File: src/rtl/dic_pkg.sv
package dic_pkg;

   // Which slot of the issue pair started a unit.
   typedef enum logic {
      SLOT_OLDER   = 1'b0,
      SLOT_YOUNGER = 1'b1
   } slot_sel_e;

   // Remaining cycles stored after issue: latency minus one.
   function automatic logic [15:0] lat_to_cnt(input logic [15:0] lat);
      return (lat == 16'd0) ? 16'd0 : lat - 16'd1;
   endfunction

endpackage

File: src/rtl/dic_scoreboard.sv
module dic_scoreboard #(
   parameter int NUM_REGS = 32,
   parameter int LAT_W    = 4,
   parameter int NUM_WB   = 3,
   localparam int REG_W   = $clog2(NUM_REGS)
) (
   input  logic                      clk,
   input  logic                      rst_n,
   input  logic                      set0,
   input  logic [REG_W-1:0]          dst0,
   input  logic [LAT_W-1:0]          lat0,
   input  logic                      set1,
   input  logic [REG_W-1:0]          dst1,
   input  logic [LAT_W-1:0]          lat1,
   input  logic [NUM_WB-1:0]         wb_valid,
   input  logic [NUM_WB*REG_W-1:0]   wb_reg,
   output logic [NUM_REGS-1:0]       pending,
   output logic [NUM_REGS-1:0]       pend_eff,
   output logic [LAT_W-1:0]          remain [NUM_REGS]
);
   import dic_pkg::*;

   if (NUM_REGS < 2) begin : g_bad_regs
      $error("dic_scoreboard: NUM_REGS must be at least 2");
   end
   if (LAT_W < 1 || LAT_W > 16) begin : g_bad_lat
      $error("dic_scoreboard: LAT_W must be within 1..16");
   end

   logic [LAT_W-1:0] cnt_new0, cnt_new1;
   assign cnt_new0 = LAT_W'(lat_to_cnt(16'(lat0)));
   assign cnt_new1 = LAT_W'(lat_to_cnt(16'(lat1)));

   for (genvar r = 0; r < NUM_REGS; r++) begin : g_entry
      logic             pend_q;
      logic [LAT_W-1:0] rem_q;
      logic             wb_hit;
      logic             release_now;
      logic             hit0, hit1;

      always_comb begin
         wb_hit = 1'b0;
         for (int k = 0; k < NUM_WB; k++) begin
            if (wb_valid[k] && (wb_reg[k*REG_W +: REG_W] == REG_W'(r))) begin
               wb_hit = 1'b1;
            end
         end
      end

      assign release_now = pend_q && wb_hit && (rem_q == '0);
      assign hit0 = set0 && (dst0 == REG_W'(r));
      assign hit1 = set1 && (dst1 == REG_W'(r));

      always_ff @(posedge clk or negedge rst_n) begin
         if (!rst_n) begin
            pend_q <= 1'b0;
            rem_q  <= '0;
         end else if (hit1) begin
            pend_q <= 1'b1;
            rem_q  <= cnt_new1;
         end else if (hit0) begin
            pend_q <= 1'b1;
            rem_q  <= cnt_new0;
         end else begin
            if (release_now) begin
               pend_q <= 1'b0;
            end
            if (rem_q != '0) begin
               rem_q <= rem_q - 1'b1;
            end
         end
      end

      assign pending[r]  = pend_q;
      assign pend_eff[r] = pend_q && !release_now;
      assign remain[r]   = rem_q;

      // A pulse from a superseded writer must not free the entry.
      assert_no_early_release_R11 : assert property (
         @(posedge clk) disable iff (!rst_n)
         (pend_q && (rem_q != '0)) |=> pend_q)
         else $error("entry %0d released while cycles remained", r);
   end

endmodule

File: src/rtl/dic_units.sv
module dic_units #(
   parameter int NUM_UNITS = 3,
   parameter int LAT_W     = 4
) (
   input  logic             clk,
   input  logic             rst_n,
   input  logic [NUM_UNITS-1:0] go,
   input  logic [LAT_W-1:0] lat [NUM_UNITS],
   output logic [NUM_UNITS-1:0] busy
);
   import dic_pkg::*;

   if (NUM_UNITS < 2) begin : g_bad_units
      $error("dic_units: at least two units are required");
   end

   for (genvar u = 0; u < NUM_UNITS; u++) begin : g_unit
      logic [LAT_W-1:0] cnt_q;

      always_ff @(posedge clk or negedge rst_n) begin
         if (!rst_n) begin
            cnt_q <= '0;
         end else if (go[u]) begin
            cnt_q <= LAT_W'(lat_to_cnt(16'(lat[u])));
         end else if (cnt_q != '0) begin
            cnt_q <= cnt_q - 1'b1;
         end
      end

      assign busy[u] = (cnt_q != '0);

      assert_no_busy_start_R9 : assert property (
         @(posedge clk) disable iff (!rst_n)
         go[u] |-> !busy[u])
         else $error("unit %0d started while busy", u);

      assert_multicycle_hold_R5 : assert property (
         @(posedge clk) disable iff (!rst_n)
         (go[u] && (lat[u] > LAT_W'(1))) |=> busy[u])
         else $error("unit %0d free right after a multi-cycle start", u);
   end

endmodule

File: src/rtl/dic_issue_logic.sv
module dic_issue_logic #(
   parameter int NUM_REGS = 32,
   parameter int LAT_W    = 4,
   parameter int NUM_INT  = 2,
   localparam int REG_W     = $clog2(NUM_REGS),
   localparam int NUM_UNITS = NUM_INT + 1,
   localparam int FPU       = NUM_INT,
   localparam int UIDX_W    = $clog2(NUM_UNITS)
) (
   input  logic                 v0,
   input  logic [REG_W-1:0]     d0,
   input  logic [REG_W-1:0]     a0,
   input  logic [REG_W-1:0]     b0,
   input  logic                 fp0,
   input  logic [LAT_W-1:0]     l0,
   input  logic                 v1,
   input  logic [REG_W-1:0]     d1,
   input  logic [REG_W-1:0]     a1,
   input  logic [REG_W-1:0]     b1,
   input  logic                 fp1,
   input  logic [LAT_W-1:0]     l1,
   input  logic [NUM_REGS-1:0]  pending,
   input  logic [NUM_REGS-1:0]  pend_eff,
   input  logic [LAT_W-1:0]     remain [NUM_REGS],
   input  logic [NUM_UNITS-1:0] busy,
   output logic                 iss0,
   output logic                 iss1,
   output logic [NUM_UNITS-1:0] unit_go,
   output logic [NUM_UNITS-1:0] unit_young,
   output logic [LAT_W-1:0]     unit_lat [NUM_UNITS]
);
   import dic_pkg::*;

   logic              raw0, waw0, unit_ok0, ok0;
   logic              raw1, waw1, unit_ok1, ok1;
   logic              has_a, has_b;
   logic [UIDX_W-1:0] free_a, free_b;

   // First and second free integer units, lowest index first.
   always_comb begin
      has_a  = 1'b0;
      has_b  = 1'b0;
      free_a = '0;
      free_b = '0;
      for (int i = 0; i < NUM_INT; i++) begin
         if (!busy[i] && !has_a) begin
            has_a  = 1'b1;
            free_a = UIDX_W'(i);
         end else if (!busy[i] && !has_b) begin
            has_b  = 1'b1;
            free_b = UIDX_W'(i);
         end
      end
   end

   // Older slot.
   always_comb begin
      raw0     = pend_eff[a0] || pend_eff[b0];
      waw0     = pending[d0] && (remain[d0] >= l0);
      unit_ok0 = fp0 ? !busy[FPU] : has_a;
      ok0      = v0 && !raw0 && !waw0 && unit_ok0;
   end

   // Younger slot: checked against the scoreboard and the older slot.
   always_comb begin
      raw1 = pend_eff[a1] || pend_eff[b1] || (a1 == d0) || (b1 == d0);
      waw1 = (pending[d1] && (remain[d1] >= l1)) ||
             ((d1 == d0) && (l0 >= l1));
      if (fp1) begin
         unit_ok1 = !busy[FPU] && !fp0;
      end else begin
         unit_ok1 = fp0 ? has_a : has_b;
      end
      ok1 = ok0 && v1 && !raw1 && !waw1 && unit_ok1;
   end

   assign iss0 = ok0;
   assign iss1 = ok1;

   always_comb begin
      unit_go    = '0;
      unit_young = '0;
      for (int u = 0; u < NUM_UNITS; u++) begin
         unit_lat[u] = '0;
      end
      if (ok0) begin
         if (fp0) begin
            unit_go[FPU]    = 1'b1;
            unit_young[FPU] = SLOT_OLDER;
            unit_lat[FPU]   = l0;
         end else begin
            unit_go[free_a]    = 1'b1;
            unit_young[free_a] = SLOT_OLDER;
            unit_lat[free_a]   = l0;
         end
      end
      if (ok1) begin
         if (fp1) begin
            unit_go[FPU]    = 1'b1;
            unit_young[FPU] = SLOT_YOUNGER;
            unit_lat[FPU]   = l1;
         end else if (fp0) begin
            unit_go[free_a]    = 1'b1;
            unit_young[free_a] = SLOT_YOUNGER;
            unit_lat[free_a]   = l1;
         end else begin
            unit_go[free_b]    = 1'b1;
            unit_young[free_b] = SLOT_YOUNGER;
            unit_lat[free_b]   = l1;
         end
      end
   end

endmodule

File: src/rtl/dual_issue_ctrl.sv
module dual_issue_ctrl #(
   parameter int NUM_REGS = 32,
   parameter int LAT_W    = 4,
   parameter int NUM_INT  = 2,
   localparam int REG_W     = $clog2(NUM_REGS),
   localparam int NUM_UNITS = NUM_INT + 1,
   localparam int NUM_WB    = NUM_UNITS
) (
   input  logic                     clk,
   input  logic                     rst_n,
   input  logic                     s0_valid,
   input  logic [REG_W-1:0]         s0_dst,
   input  logic [REG_W-1:0]         s0_src_a,
   input  logic [REG_W-1:0]         s0_src_b,
   input  logic                     s0_is_fp,
   input  logic [LAT_W-1:0]         s0_lat,
   input  logic                     s1_valid,
   input  logic [REG_W-1:0]         s1_dst,
   input  logic [REG_W-1:0]         s1_src_a,
   input  logic [REG_W-1:0]         s1_src_b,
   input  logic                     s1_is_fp,
   input  logic [LAT_W-1:0]         s1_lat,
   input  logic [NUM_WB-1:0]        wb_valid,
   input  logic [NUM_WB*REG_W-1:0]  wb_reg,
   output logic                     issue0,
   output logic                     issue1,
   output logic [NUM_INT-1:0]       int_go,
   output logic [NUM_INT-1:0]       int_from_young,
   output logic                     fp_go,
   output logic                     fp_from_young
);

   if (NUM_INT < 1 || NUM_INT > 8) begin : g_bad_int
      $error("dual_issue_ctrl: NUM_INT must be within 1..8");
   end
   if ((1 << REG_W) != NUM_REGS) begin : g_bad_pow2
      $error("dual_issue_ctrl: NUM_REGS must be a power of two");
   end

   logic [NUM_REGS-1:0]  pending, pend_eff;
   logic [LAT_W-1:0]     remain   [NUM_REGS];
   logic [NUM_UNITS-1:0] busy, unit_go, unit_young;
   logic [LAT_W-1:0]     unit_lat [NUM_UNITS];

   dic_scoreboard #(
      .NUM_REGS (NUM_REGS),
      .LAT_W    (LAT_W),
      .NUM_WB   (NUM_WB)
   ) i_scoreboard (
      .clk      (clk),
      .rst_n    (rst_n),
      .set0     (issue0),
      .dst0     (s0_dst),
      .lat0     (s0_lat),
      .set1     (issue1),
      .dst1     (s1_dst),
      .lat1     (s1_lat),
      .wb_valid (wb_valid),
      .wb_reg   (wb_reg),
      .pending  (pending),
      .pend_eff (pend_eff),
      .remain   (remain)
   );

   dic_units #(
      .NUM_UNITS (NUM_UNITS),
      .LAT_W     (LAT_W)
   ) i_units (
      .clk   (clk),
      .rst_n (rst_n),
      .go    (unit_go),
      .lat   (unit_lat),
      .busy  (busy)
   );

   dic_issue_logic #(
      .NUM_REGS (NUM_REGS),
      .LAT_W    (LAT_W),
      .NUM_INT  (NUM_INT)
   ) i_issue (
      .v0         (s0_valid),
      .d0         (s0_dst),
      .a0         (s0_src_a),
      .b0         (s0_src_b),
      .fp0        (s0_is_fp),
      .l0         (s0_lat),
      .v1         (s1_valid),
      .d1         (s1_dst),
      .a1         (s1_src_a),
      .b1         (s1_src_b),
      .fp1        (s1_is_fp),
      .l1         (s1_lat),
      .pending    (pending),
      .pend_eff   (pend_eff),
      .remain     (remain),
      .busy       (busy),
      .iss0       (issue0),
      .iss1       (issue1),
      .unit_go    (unit_go),
      .unit_young (unit_young),
      .unit_lat   (unit_lat)
   );

   assign int_go         = unit_go[NUM_INT-1:0];
   assign int_from_young = unit_young[NUM_INT-1:0];
   assign fp_go          = unit_go[NUM_INT];
   assign fp_from_young  = unit_young[NUM_INT];

   assert_raw_clear_R2 : assert property (
      @(posedge clk) disable iff (!rst_n)
      issue0 |-> (!pend_eff[s0_src_a] && !pend_eff[s0_src_b]))
      else $error("older slot issued with a pending source");

   assert_waw_order_R6 : assert property (
      @(posedge clk) disable iff (!rst_n)
      issue0 |-> !(pending[s0_dst] && (remain[s0_dst] >= s0_lat)))
      else $error("older slot would overtake an in-flight writer");

   assert_lat_nonzero_R6 : assert property (
      @(posedge clk) disable iff (!rst_n)
      s0_valid |-> (s0_lat != '0))
      else $error("zero latency presented on the older slot");

   assert_one_strobe_R9 : assert property (
      @(posedge clk) disable iff (!rst_n)
      $countones(unit_go) == (32'(issue0) + 32'(issue1)))
      else $error("strobe count differs from issued instructions");

endmodule

File: config.mk
export PLATFORM = sky130hd
export DESIGN_NAME = dual_issue_ctrl
export DESIGN_NICKNAME = d
export VERILOG_FILES = /design/src/rtl/dic_pkg.sv /design/src/rtl/dic_scoreboard.sv /design/src/rtl/dic_units.sv /design/src/rtl/dic_issue_logic.sv /design/src/rtl/dual_issue_ctrl.sv
export SDC_FILE = /design/constraint.sdc
export NUM_CORES = 1
export LEC_CHECK = 0
export BUFFER_PORTS_ARGS = -buffer_cell sky130_fd_sc_hd__buf_2
export CORE_UTILIZATION = 30
export DETAILED_ROUTE_END_ITERATION = 8
export SKIP_CTS_REPAIR_TIMING = 1
export SLEW_MARGIN = 20
export SYNTH_ARGS = -nofsm -noshare
export SYNTH_HDL_FRONTEND = slang
export SYNTH_SLANG_ARGS = --single-unit
File: constraint.sdc
create_clock -name clk -period 6.7 [get_ports clk]
set_input_delay 0.335 -clock clk [delete_from_list [all_inputs] [get_ports clk]]
set_output_delay 0.335 -clock clk [all_outputs]
set_load 0.03 [all_outputs]
==> flow_summary.toml <==
[run_status]
status = "complete, no violations"

[setup_path]
cp-end-kind = "primary output"
critPathRequiredTime_ns = 6.36
crit_chain = "buf_2 > mux4_2 > mux4_2 > mux2_2 > ha_1 > a21o_1 > a21o_1 > a21oi_1 > nor2_1 > nor4_1 > o221ai_1 > or4_1 > clkinv_2 > nand2_1 > inv_1 > buf_2"
cp_slowest_stage_delay_ns = 0.65
worstPathArrival_ns = 5.36
path_max_fanout = 28
path_class = "in -> out"
crit_buf_inv = 4
r2r-start = "i_scoreboard.g_entry[15].rem_q[1]$_DFFE_PN0P_"
startpoint_type = "primary input"
path_delay_family = "multiplexers"
slowest_stage = "buf_2"
cp-startpoint = "s1_dst[0]"

[drt]
wirelength_mm = 69.7
drtPass1Iterations = 6
drt_iter0_drc = 2396
dr_wl_met2_mm = 31.3
ant_nets = 0
m1WireLength_mm = 26.5
wl_per_cell_um = 26.4
highest_layer = "met4"
vias = 16500
wl_met3_mm = 8.04
drc = 0
vias_per_cell = 6.24

[placed_design]
numPortBuffers = 69
dpl_cell_area_mm2 = 0.0189
place_congestion = 1.04
hpwl_mm = 51.5
post-place-ws_ns = 0.680

[worst_hold_path]
hp-start = "s1_lat[2]"
worstHoldPathType = "in -> reg"

[die]
rows = 88
core_mm2 = 0.0582
design.die.area_mm2 = 0.0604
die_h_um = 246
io_pins = 70
start_util_pct = 30.6
die_w_um = 246

[sta]
tns_ns = 0
worstMarginPinSlew_ns = 1.15
post-route-period-util_pct = 85.0
finalHoldViolations = 0
grt_setup_unrepaired = "no"
timing.fmax_mhz = 176
finalSetupViolCount = 0
setup_ws_ns = 1.01
slew_violations = 0
relSlewSlack_pct = 22.9
skew_ns = 0.0140
post-route-min-period_ns = 5.69

[yosys]
syn-num-nets = 2019
synth_area_leaders = "dfrtp_1, mux2i_1, mux4_2"
ys_warn_count = 0
synth-compound-area-share_pct = 12.4
synth_top_family_by_area = "multiplexers"
synth.top_cell.area_share_pct = 24.2
synth-simple-area-share_pct = 18.8
synth_edf_count = 0
yosysSeqAreaShare_pct = 24.2
synth_adder_area_share_pct = 5.81
synth_seq_cells = 172
ys_async_sr_fraction_pct = 100
synth-main-ff-cell = "dfrtp_1"
synthMuxAreaShare_pct = 29.1
syn_inst = 1875
netlist_area_mm2 = 0.0178
post_synth_num_cell_types = 92
yosys.area.top_type = "dfrtp_1"
syn_area_per_cell_um2 = 9.50
synth_xor_area_share_pct = 4.03

[cts]
path_clk_slew_ns = 0.07
cts_tree = "yes"
cts_buffers = 17
clkSinkCount = 172
htreeDepth = 4
clkLatencyLatePin_ns = 0.47
root_buffer = "clkbuf_16"
clockBufferDepth = 2

[layout]
synthToLayoutAreaGrowth_pct = 9.35
drive_gt1_share_pct = 17.1
multi_input_area_mm2 = 0.0126
fin_nets = 2004
nFillCells = 5874
design_area_mm2 = 0.0195
ff_latch_area_mm2 = 0.00430
final_common_cell = "mux2i_1"
layout_common_cells = "mux2i_1, dfrtp_1, nor2_1"

[power_and_ir_drop]
p_int_mw = 4.04
p_sw_mw = 3.18
p_leak_nw = 8.21
power_density_mw_per_mm2 = 370
pwr-share-clk_pct = 14.8
vdd_ir_drop_max_mv = 0.157
p_comb_share_pct = 54.0
pwr-share-seq_pct = 31.2
swShare_pct = 44.1
finalPower_mw = 7.22

[global_route]
grt_overflow = 0
grt_pass1_wl_mm = 104
grt_max_degree = 79
antenna_found_initial = 2
grt_pass1_vias = 16000
gr-usage-all-layers_pct = 23.0

[flow_run]
cap_viol_max_count = 0
==> worst min-delay path, delay by kind of cell <==
family	cells	cell delay, ns
buf+inv	1	0.14
simple gates	1	0.12
compound gates	1	0.09
==> final cells by class <==
type | count | area share, %
clock buffers | 21 | 2.47
multi-input cells | 1455 | 64.4
well taps | 765 | 4.91
inverters | 104 | 2.01
diodes | 2 | 0.0257
clock inverters | 11 | 0.674
repair buffers | 110 | 3.40
flip-flops and latches | 172 | 22.1
==> layer usage <==
layer  track usage, %  vias up
met4             12.5        0
met1             28.3     8168
met2             36.1     1060
li1                 -     7005
met3             6.54      230
met5                0        -
==> logic make-up after synthesis <==
family	count (synthesis)
multiplexers	387
adder cells (fa/ha/maj)	83
XOR/XNOR	82
AND/OR/NAND/NOR	588
AO/OA/AOI/OAI	315
flip-flops	172
buffers and inverters	248
==> power groups by stage <==
stage | combinational, mW | sequential [mW] | clock, mW
after floorplan | 2.95 | 1.92 | 0
after global placement | 3.68 | 2.20 | 0
after detailed placement | 3.81 | 2.23 | 0
after CTS | 3.85 | 2.21 | 1.08
after global routing | 4.28 | 2.30 | 1.11
final | 3.90 | 2.25 | 1.07
==> cell usage after synthesis (18+ instances only) <==
cell type    n
mux2i_1    275
dfrtp_1    172
nor2_1     129
mux4_2     104
inv_1      100
clkbuf_1    99
nand2_1     84
ha_1        82
xnor2_1     69
a21oi_1     61
nor3_1      57
or3_1       56
nand3_1     46
a21o_1      40
o21ai_0     38
o22ai_1     31
or3b_2      27
nor3b_1     24
nand2b_1    23
buf_2       20
nand4_1     20
buf_1       18
==> metrics by stage <==
step,hold WS (ns),util [%],instances
2_1_floorplan,0.0394,-,1875
3_3_place_gp,0.425,32.4,2605
3_5_place_dp,0.441,32.4,2605
4_1_cts,-0.0537,33.4,2637
5_1_grt,0.266,33.4,2638
6_report,0.262,33.5,2640
==> final timing paths <==
check / end / slack [ns] / cells past startpoint
min reg2reg: i_units.g_unit[0].cnt_q[3]$_DFFE_PN0P_ / 0.56 / 2
min in group asynchronous: i_scoreboard.g_entry[7].rem_q[1]$_DFFE_PN0P_ / 0.50 / 2
max: int_from_young[0] / 1.01 / 16
min: i_units.g_unit[1].cnt_q[2]$_DFFE_PN0P_ / 0.26 / 3
max reg2reg: i_scoreboard.g_entry[20].rem_q[2]$_DFFE_PN0P_ / 1.26 / 15
max in group asynchronous: i_units.g_unit[2].cnt_q[0]$_DFFE_PN0P_ / 4.99 / 3
==> sequential cells by signal (all words and copies together) (netlist names) <==
| register | count |
|---|---|
| i_scoreboard.g_entry.rem_q | 128 |
| i_scoreboard.g_entry.pend_q | 32 |
| i_units.g_unit.cnt_q | 12 |
No activity file was read; power rests on OpenSTA's default activity.
